**src/rtl/bcd_pkg.sv**
```systemverilog
`timescale 1ns/1ps
package bcd_pkg;
  localparam int DIGIT_W = 4;
  typedef logic [DIGIT_W-1:0] digit_t;
  localparam digit_t DIGIT_LAST = digit_t'(9);

  typedef enum logic [1:0] {
    MODE_HOLD  = 2'd0,
    MODE_COUNT = 2'd1,
    MODE_LOAD  = 2'd2,
    MODE_CLEAR = 2'd3
  } mode_e;
endpackage

```
**src/rtl/bcd_mode_sel.sv**
```systemverilog
`timescale 1ns/1ps
module bcd_mode_sel
  import bcd_pkg::*;
(
  input  logic  rst_n,
  input  logic  load_n,
  input  logic  cep,
  input  logic  cet,
  output mode_e mode
);
  // fixed priority: clear, then load, then count, else hold
  always_comb begin
    if (!rst_n)            mode = MODE_CLEAR;
    else if (!load_n)      mode = MODE_LOAD;
    else if (cep && cet)   mode = MODE_COUNT;
    else                   mode = MODE_HOLD;
  end
endmodule

```
**src/rtl/bcd_step.sv**
```systemverilog
`timescale 1ns/1ps
module bcd_step
  import bcd_pkg::*;
(
  input  digit_t cur,
  output digit_t nxt
);
  logic [DIGIT_W:0] fold;

  // odd unused codes fold back to 17 - code (11->6, 13->4, 15->2)
  assign fold = (DIGIT_W+1)'(17) - {1'b0, cur};

  always_comb begin
    if (cur == DIGIT_LAST)      nxt = '0;
    else if (cur < DIGIT_LAST)  nxt = cur + digit_t'(1);
    else if (!cur[0])           nxt = cur + digit_t'(1);
    else                        nxt = fold[DIGIT_W-1:0];
  end
endmodule

```
**src/rtl/bcd_tc_dec.sv**
```systemverilog
`timescale 1ns/1ps
module bcd_tc_dec
  import bcd_pkg::*;
(
  input  digit_t cur,
  input  logic   cet,
  output logic   tc
);
  assign tc = cet && (cur == DIGIT_LAST);
endmodule

```
**src/rtl/bcd_digit_counter.sv**
```systemverilog
`timescale 1ns/1ps
module bcd_digit_counter
  import bcd_pkg::*;
#(
  parameter bit RESET_SYNC = 1'b1
) (
  input  logic         clk,
  input  logic         rst_n,
  input  logic         load_n,
  input  logic         cep,
  input  logic         cet,
  input  logic [3:0]   din,
  output logic [3:0]   q,
  output logic         tc
);
  mode_e  mode;
  digit_t state_q;
  digit_t step_d;
  digit_t next_d;

  bcd_mode_sel u_mode (
    .rst_n (rst_n),
    .load_n(load_n),
    .cep   (cep),
    .cet   (cet),
    .mode  (mode)
  );

  bcd_step u_step (
    .cur(state_q),
    .nxt(step_d)
  );

  bcd_tc_dec u_tc (
    .cur(state_q),
    .cet(cet),
    .tc (tc)
  );

  always_comb begin
    unique case (mode)
      MODE_CLEAR: next_d = '0;
      MODE_LOAD:  next_d = din;
      MODE_COUNT: next_d = step_d;
      default:    next_d = state_q;
    endcase
  end

  generate
    if (RESET_SYNC) begin : g_sync_clr
      always_ff @(posedge clk) state_q <= next_d;
    end else begin : g_async_clr
      always_ff @(posedge clk or negedge rst_n) begin
        if (!rst_n) state_q <= '0;
        else        state_q <= next_d;
      end
    end
  endgenerate

  assign q = state_q;


  count_step_chk: assert property (@(posedge clk) disable iff (!rst_n)
    (load_n && cep && cet && q < 4'd9) |=> (q == $past(q) + 4'd1));


  wrap_chk: assert property (@(posedge clk) disable iff (!rst_n)
    (load_n && cep && cet && q == 4'd9) |=> (q == 4'd0));


  hold_chk: assert property (@(posedge clk) disable iff (!rst_n)
    (load_n && !(cep && cet)) |=> $stable(q));


  load_chk: assert property (@(posedge clk) disable iff (!rst_n)
    (!load_n) |=> (q == $past(din)));


  recover_chk: assert property (@(posedge clk) disable iff (!rst_n)
    (load_n && cep && cet && q > 4'd9) |=>
      (q <= 4'd9 || $past(q) == 4'd10 || $past(q) == 4'd12 || $past(q) == 4'd14));


  tc_gate_chk: assert property (@(posedge clk) disable iff (!rst_n)
    tc |-> (cet && q <= 4'd9));
endmodule

```
**config.mk**
```make
export PLATFORM = sky130hd
export DESIGN_NAME = bcd_digit_counter
export DESIGN_NICKNAME = d
export VERILOG_FILES = /design/src/rtl/bcd_pkg.sv /design/src/rtl/bcd_mode_sel.sv /design/src/rtl/bcd_step.sv /design/src/rtl/bcd_tc_dec.sv /design/src/rtl/bcd_digit_counter.sv
export SDC_FILE = /design/constraint.sdc
export NUM_CORES = 1
export LEC_CHECK = 0
export BUFFER_PORTS_ARGS = -buffer_cell sky130_fd_sc_hd__buf_2
export CAP_MARGIN = 20
export CORE_AREA = 2 2 39 41
export DETAILED_ROUTE_END_ITERATION = 10
export DIE_AREA = 0 0 41 43
export PLACE_DENSITY = 0.47
export SKIP_LAST_GASP = 1
export SLEW_MARGIN = 20
export SYNTH_ARGS = -nofsm -noshare
export SYNTH_HDL_FRONTEND = slang
export SYNTH_SLANG_ARGS = --single-unit
```
**constraint.sdc**
```tcl
create_clock -name clk -period 2 [get_ports clk]
set_clock_uncertainty 0.2 [all_clocks]
set_input_delay 0.3 -clock clk [delete_from_list [all_inputs] [get_ports clk]]
set_output_delay 0.3 -clock clk [all_outputs]
set_load 0.05 [all_outputs]
```
== Word-level counts from Yosys, hierarchy flattened ==
Cells that the tools add are included.

* Flip-flop bits (word level): 4
* Bits of input ports: 9
* Output and inout port bits: 5
* Word-level logic and storage cells: 18

* Add/subtract/negate cells: 2
* Order comparisons: 1
* Equal/unequal tests: 4
* Mux-type cells: 7
* Reductions and logical operators: 3

{| class="wikitable"
|+ Operators with widths
! operator !! number
|-
| 4-bit 2-to-1 mux || 3
|-
| 4-bit one-hot mux with 3 select lines || 1
|-
| 4-bit by 1-bit adder with 4-bit output, second input constant || 1
|-
| 2-bit == test, second input constant || 2
|-
| 4-bit == test, second input constant || 1
|-
| 4-bit < comparator, second input constant || 1
|-
| 2-bit 2-to-1 mux || 2
|-
| 1-bit by 4-bit subtractor with 4-bit output, first input constant || 1
|-
| 3-bit nonzero test || 1
|-
| 2-bit by 1-bit == test with 1-bit output, second input constant || 1
|-
| 1-bit logical AND || 2
|-
| 1-bit 2-to-1 mux || 1
|}

== Logic depth before layout (Yosys ltp) ==
* Depth after elaboration: 6
* Depth in mapped cells: 5

== Hierarchy ==
Synthesis repeated with hierarchy kept, for this count alone.

* Cells, all modules: 49
* Area, all modules: 442.9 um2

{| class="wikitable"
|+ By module, submodules not included
! module !! instances !! cells each !! area an instance (um2)
|-
| bcd_digit_counter || 1 || 18 || 224.0
|-
| bcd_step || 1 || 26 || 193.9
|-
| bcd_mode_sel || 1 || 3 || 12.5
|-
| bcd_tc_dec || 1 || 2 || 12.5
|}

== Least setup slack after synthesis ==
No wires, ideal clock.

* Path kind: reg2reg
* Start point: reg state_q[0] (netlist: q[0])
* End point: reg state_q[3] (netlist: q[3]), data pin
* Library setup time: 180 ps
* Arrival time: 1752 ps
* Setup slack: -132 ps
* Stages on the path, launching flop included: 6
* Path buffers: 0
* Period minus slack after synthesis: 2132 ps
* Cell sequence: edfxtp_1 inv_1 ha_1 nor2b_1 and4_1 o41ai_2

* Longest elaborated chain between the ends: 5

{| class="wikitable"
|+ Ends and longest elaborated chain
! item !! RTL line !! RTL
|-
| start, declared || bcd_digit_counter.sv:17 || <nowiki>digit_t state_q;</nowiki>
|-
| start signal, assigned || bcd_digit_counter.sv:51 || <nowiki>always_ff @(posedge clk) state_q <= next_d;</nowiki>
|-
| 4-bit by 1-bit adder with 4-bit output / 1-bit by 4-bit subtractor with 4-bit output (equally long branches) || bcd_step.sv:15, bcd_step.sv:16, bcd_step.sv:11 ||
|-
| 4-bit 2-to-1 mux || bcd_step.sv:16 || <nowiki>else if (!cur[0]) nxt = cur + digit_t'(1);</nowiki>
|-
| 4-bit 2-to-1 mux || bcd_step.sv:15 || <nowiki>else if (cur < DIGIT_LAST) nxt = cur + digit_t'(1);</nowiki>
|-
| 4-bit 2-to-1 mux (*) || bcd_step.sv:14 || <nowiki>if (cur == DIGIT_LAST) nxt = '0;</nowiki>
|-
| 4-bit one-hot mux with 3 select lines (*) || bcd_digit_counter.sv:41 || <nowiki>unique case (mode)</nowiki>
|-
| net next_d[3] || bcd_digit_counter.sv:19 || <nowiki>digit_t next_d;</nowiki>
|}

The timed path passes the listed nets; every way through them passes the cells marked *.
A chain may end at the register's enable or synchronous reset.

== Final worst setup path ==
* Start point: reg state_q[1] (netlist: q[1])
* End point: out tc

* Longest elaborated chain between the ends: 2

{| class="wikitable"
|+ Ends and longest elaborated chain
! item !! RTL line !! RTL
|-
| 4-bit == test || bcd_tc_dec.sv:9 || <nowiki>assign tc = cet && (cur == DIGIT_LAST);</nowiki>
|-
| 1-bit logical AND || bcd_tc_dec.sv:9 ||
|-
| end, declared || bcd_digit_counter.sv:14 || <nowiki>output logic tc</nowiki>
|}

Every way passes these cells.

==> flow_summary.toml <==
[yosys]
yosysUniqueCellTypes = 18
syn-num-nets = 53
synthTopCellsByArea = "edfxtp_1 33%, ha_1 20%, nand2_1 7.2%, and4_1 4.8%, o41ai_2 4.4%"
synth_seq_cells = 4
synth_area_leader_cell = "edfxtp_1"
yosys.area_share.simple_pct = 23.5
avgSynthCellArea_sq_um = 9.65
syn_area_sq_um = 367
synth_adder_area_share_pct = 20.5
synth_compound_area_share_pct = 17.7
ys_warn_count = 0
synthMuxAreaShare_pct = 0
synth_top_area_share_pct = 32.8
synth_cells = 38
synth-seq-area-share_pct = 32.8
synth_xor_area_share_pct = 2.39
synth_top_family_by_area = "simple AND/OR/NAND/NOR gates"

[run]
max_cap_viol_count = 0

[global_route]
grt_start_max_net_pins = 9
grt_use_total_pct = 11.5
grt_overflow_total = 0
grt_pass1_vias = 308
grt_pass1_wl_um = 1350
grt_antenna_before_repair = 0

[setup_path]
r2r-start = "q[0]"
crit_type = "reg2out"
cp.required_ns = 1.50
cp-start-kind = "register"
reg2regPathDepth = 3
endpoint_kind = "primary output"
reg2reg_slack_ns = 0.21
reg2reg_to = "q[2]"
cp_max_fo = 5
crit_arrival_ns = 1.39

[sta]
slew_headroom_pct = 80.5
report.final.slew_viol_count = 0
setup_viol = 0
period_share_pct = 94.6
hold_viol = 0
fmax_mhz = 529
min_period_ns = 1.89
finalSetupTns_ns = 0
worst_pin_slew_ns = 0.289
rsz0062_at_grt = "no"

[clocking]
cts_sinks = 4
cts_resized = 0
cts_hold_buf = 0
clock_path_buffers = 2
cts_root_buffer = "clkbuf_4"
htreeDepth = 1
postCtsSetupRepairBufs = 0
cts_made_buffers = 3
cts_tree = "yes"
path_clk_slew_ns = 0.03
clk_latency_ns = 0.23

[die]
die_area_sq_um = 1760
start_util_pct = 26.5
die_x_um = 41
num_rows = 14
ioPinCount = 14
core_area_sq_um = 1380
die_h_um = 43

[detailed_routing]
wl_um = 829
remaining_drc_errors = 0
dr.pass1.iters = 4
viasPerCell = 4.73
drt_iter0_drc = 2
vias = 331
antenna_left = 0
wl_per_cell_um = 11.8

[power]
intPower_mw = 0.201
clkPwrFrac_pct = 31.8
switching_share_pct = 33.2
p_per_area_nw_per_um2 = 619
ir_drop_uv = 238
p_seq_share_pct = 38.0
combPwrFrac_pct = 30.2
p_sw_mw = 0.100
power_leakage_nw = 0.224

[hold_path]
hold_start = "din[3]"
min_path_type = "in2reg"
hold_depth = 3
min_to = "q[3]"

[cells_and_area]
utilization_pct = 35.2
largest_register_ff_count = 4
final_cell_mix = "12 x buf_2, 7 x nand2_1, 5 x ha_1"
drive_above_1_share_pct = 38.9
layout.nets = 71
regMostFlops = "q"
top_regs = "q x4"
area_growth_pct = 32.8
layout_commonest_cell = "buf_2"
diodes = 0

[place]
port_buffers = 13
place_congestion = 0.725
place_hpwl_um = 690

[run_status]
status = "finished clean"
-- power groups by stage --
stage | Combinational [mW] | Sequential, mW | Clock [mW]
2_1_floorplan | 0.0420 | 0.137 | 0
3_3_place_gp | 0.0917 | 0.116 | 0
4_1_cts | 0.0912 | 0.115 | 0.102
6_report | 0.0908 | 0.114 | 0.0958
5_1_grt | 0.101 | 0.117 | 0.106
3_5_place_dp | 0.0908 | 0.116 | 0
-- metrics by stage --
step / hold WS (ns) / power, mW / cell area (sq um) / setup slack (ns) / std cells
floorplan: 0.284 / 0.179 / 377 / 0.0312 / 38
global placement: 0.380 / 0.207 / 462 / 0.199 / 67
detailed placement: 0.374 / 0.206 / 462 / 0.194 / 67
CTS: 0.132 / 0.308 / 484 / 0.0706 / 70
global route: 0.155 / 0.324 / 487 / 0.0306 / 70
finish: 0.144 / 0.301 / 487 / 0.109 / 70
-- area by class of cell --
| cell class | instances | area [sq um] |
|---|---|---|
| timing repair buffer | 13 | 67.6 |
| multi-input combinational | 31 | 245 |
| tap | 16 | 20.0 |
| clock buffer | 3 | 22.5 |
| sequential | 4 | 120 |
| inverter | 3 | 11.3 |
| fill | 147 | 897 |
-- cells by family (layout without fill, tap and decap cells) --
kind of cell	after synthesis	in the layout
adders and majority gates	6	6
buffers and inverters	3	19
DFF	4	4
and+or+nand+nor	16	16
AOI/OAI and AO/OA	8	8
xor gates and xnor gates	1	1
-- cell usage after synthesis --
cell	n
a21oi_1	2
a311o_1	1
and4_1	2
edfxtp_1	4
ha_1	6
inv_1	2
inv_2	1
nand2_1	7
nand2b_1	1
nand3_1	1
nor2b_1	2
nor3_1	2
nor4b_1	1
o21ai_0	1
o2bb2ai_1	1
o31ai_1	2
o41ai_2	1
xnor2_1	1
-- critical path, cell delays in order, from the launching register on --
cell and delay (ns):
edfxtp_1 0.46, inv_2 0.12, ha_1 0.17, and4_1 0.19, clkbuf_4 0.23
-- how the worst max path moves through the flow --
stage / startpoint / end / slack, ns
floorplan: q[1] / q[3] / 0.03
global placement: q[0] / q[2] / 0.20
detailed placement: q[0] / q[2] / 0.19
CTS: q[1] / tc / 0.07
global route: q[1] / tc / 0.03
finish: q[1] / tc / 0.11
-- per-layer routing --
layer	routed length [um]	share of wire [%]	GRT usage (%)
met5	0	0	0
met2	380	46	15.0
met4	0	0	6.00
met3	17	2.1	3.14
met1	432	52	16.8
No activity file was read; power rests on OpenSTA's default activity.
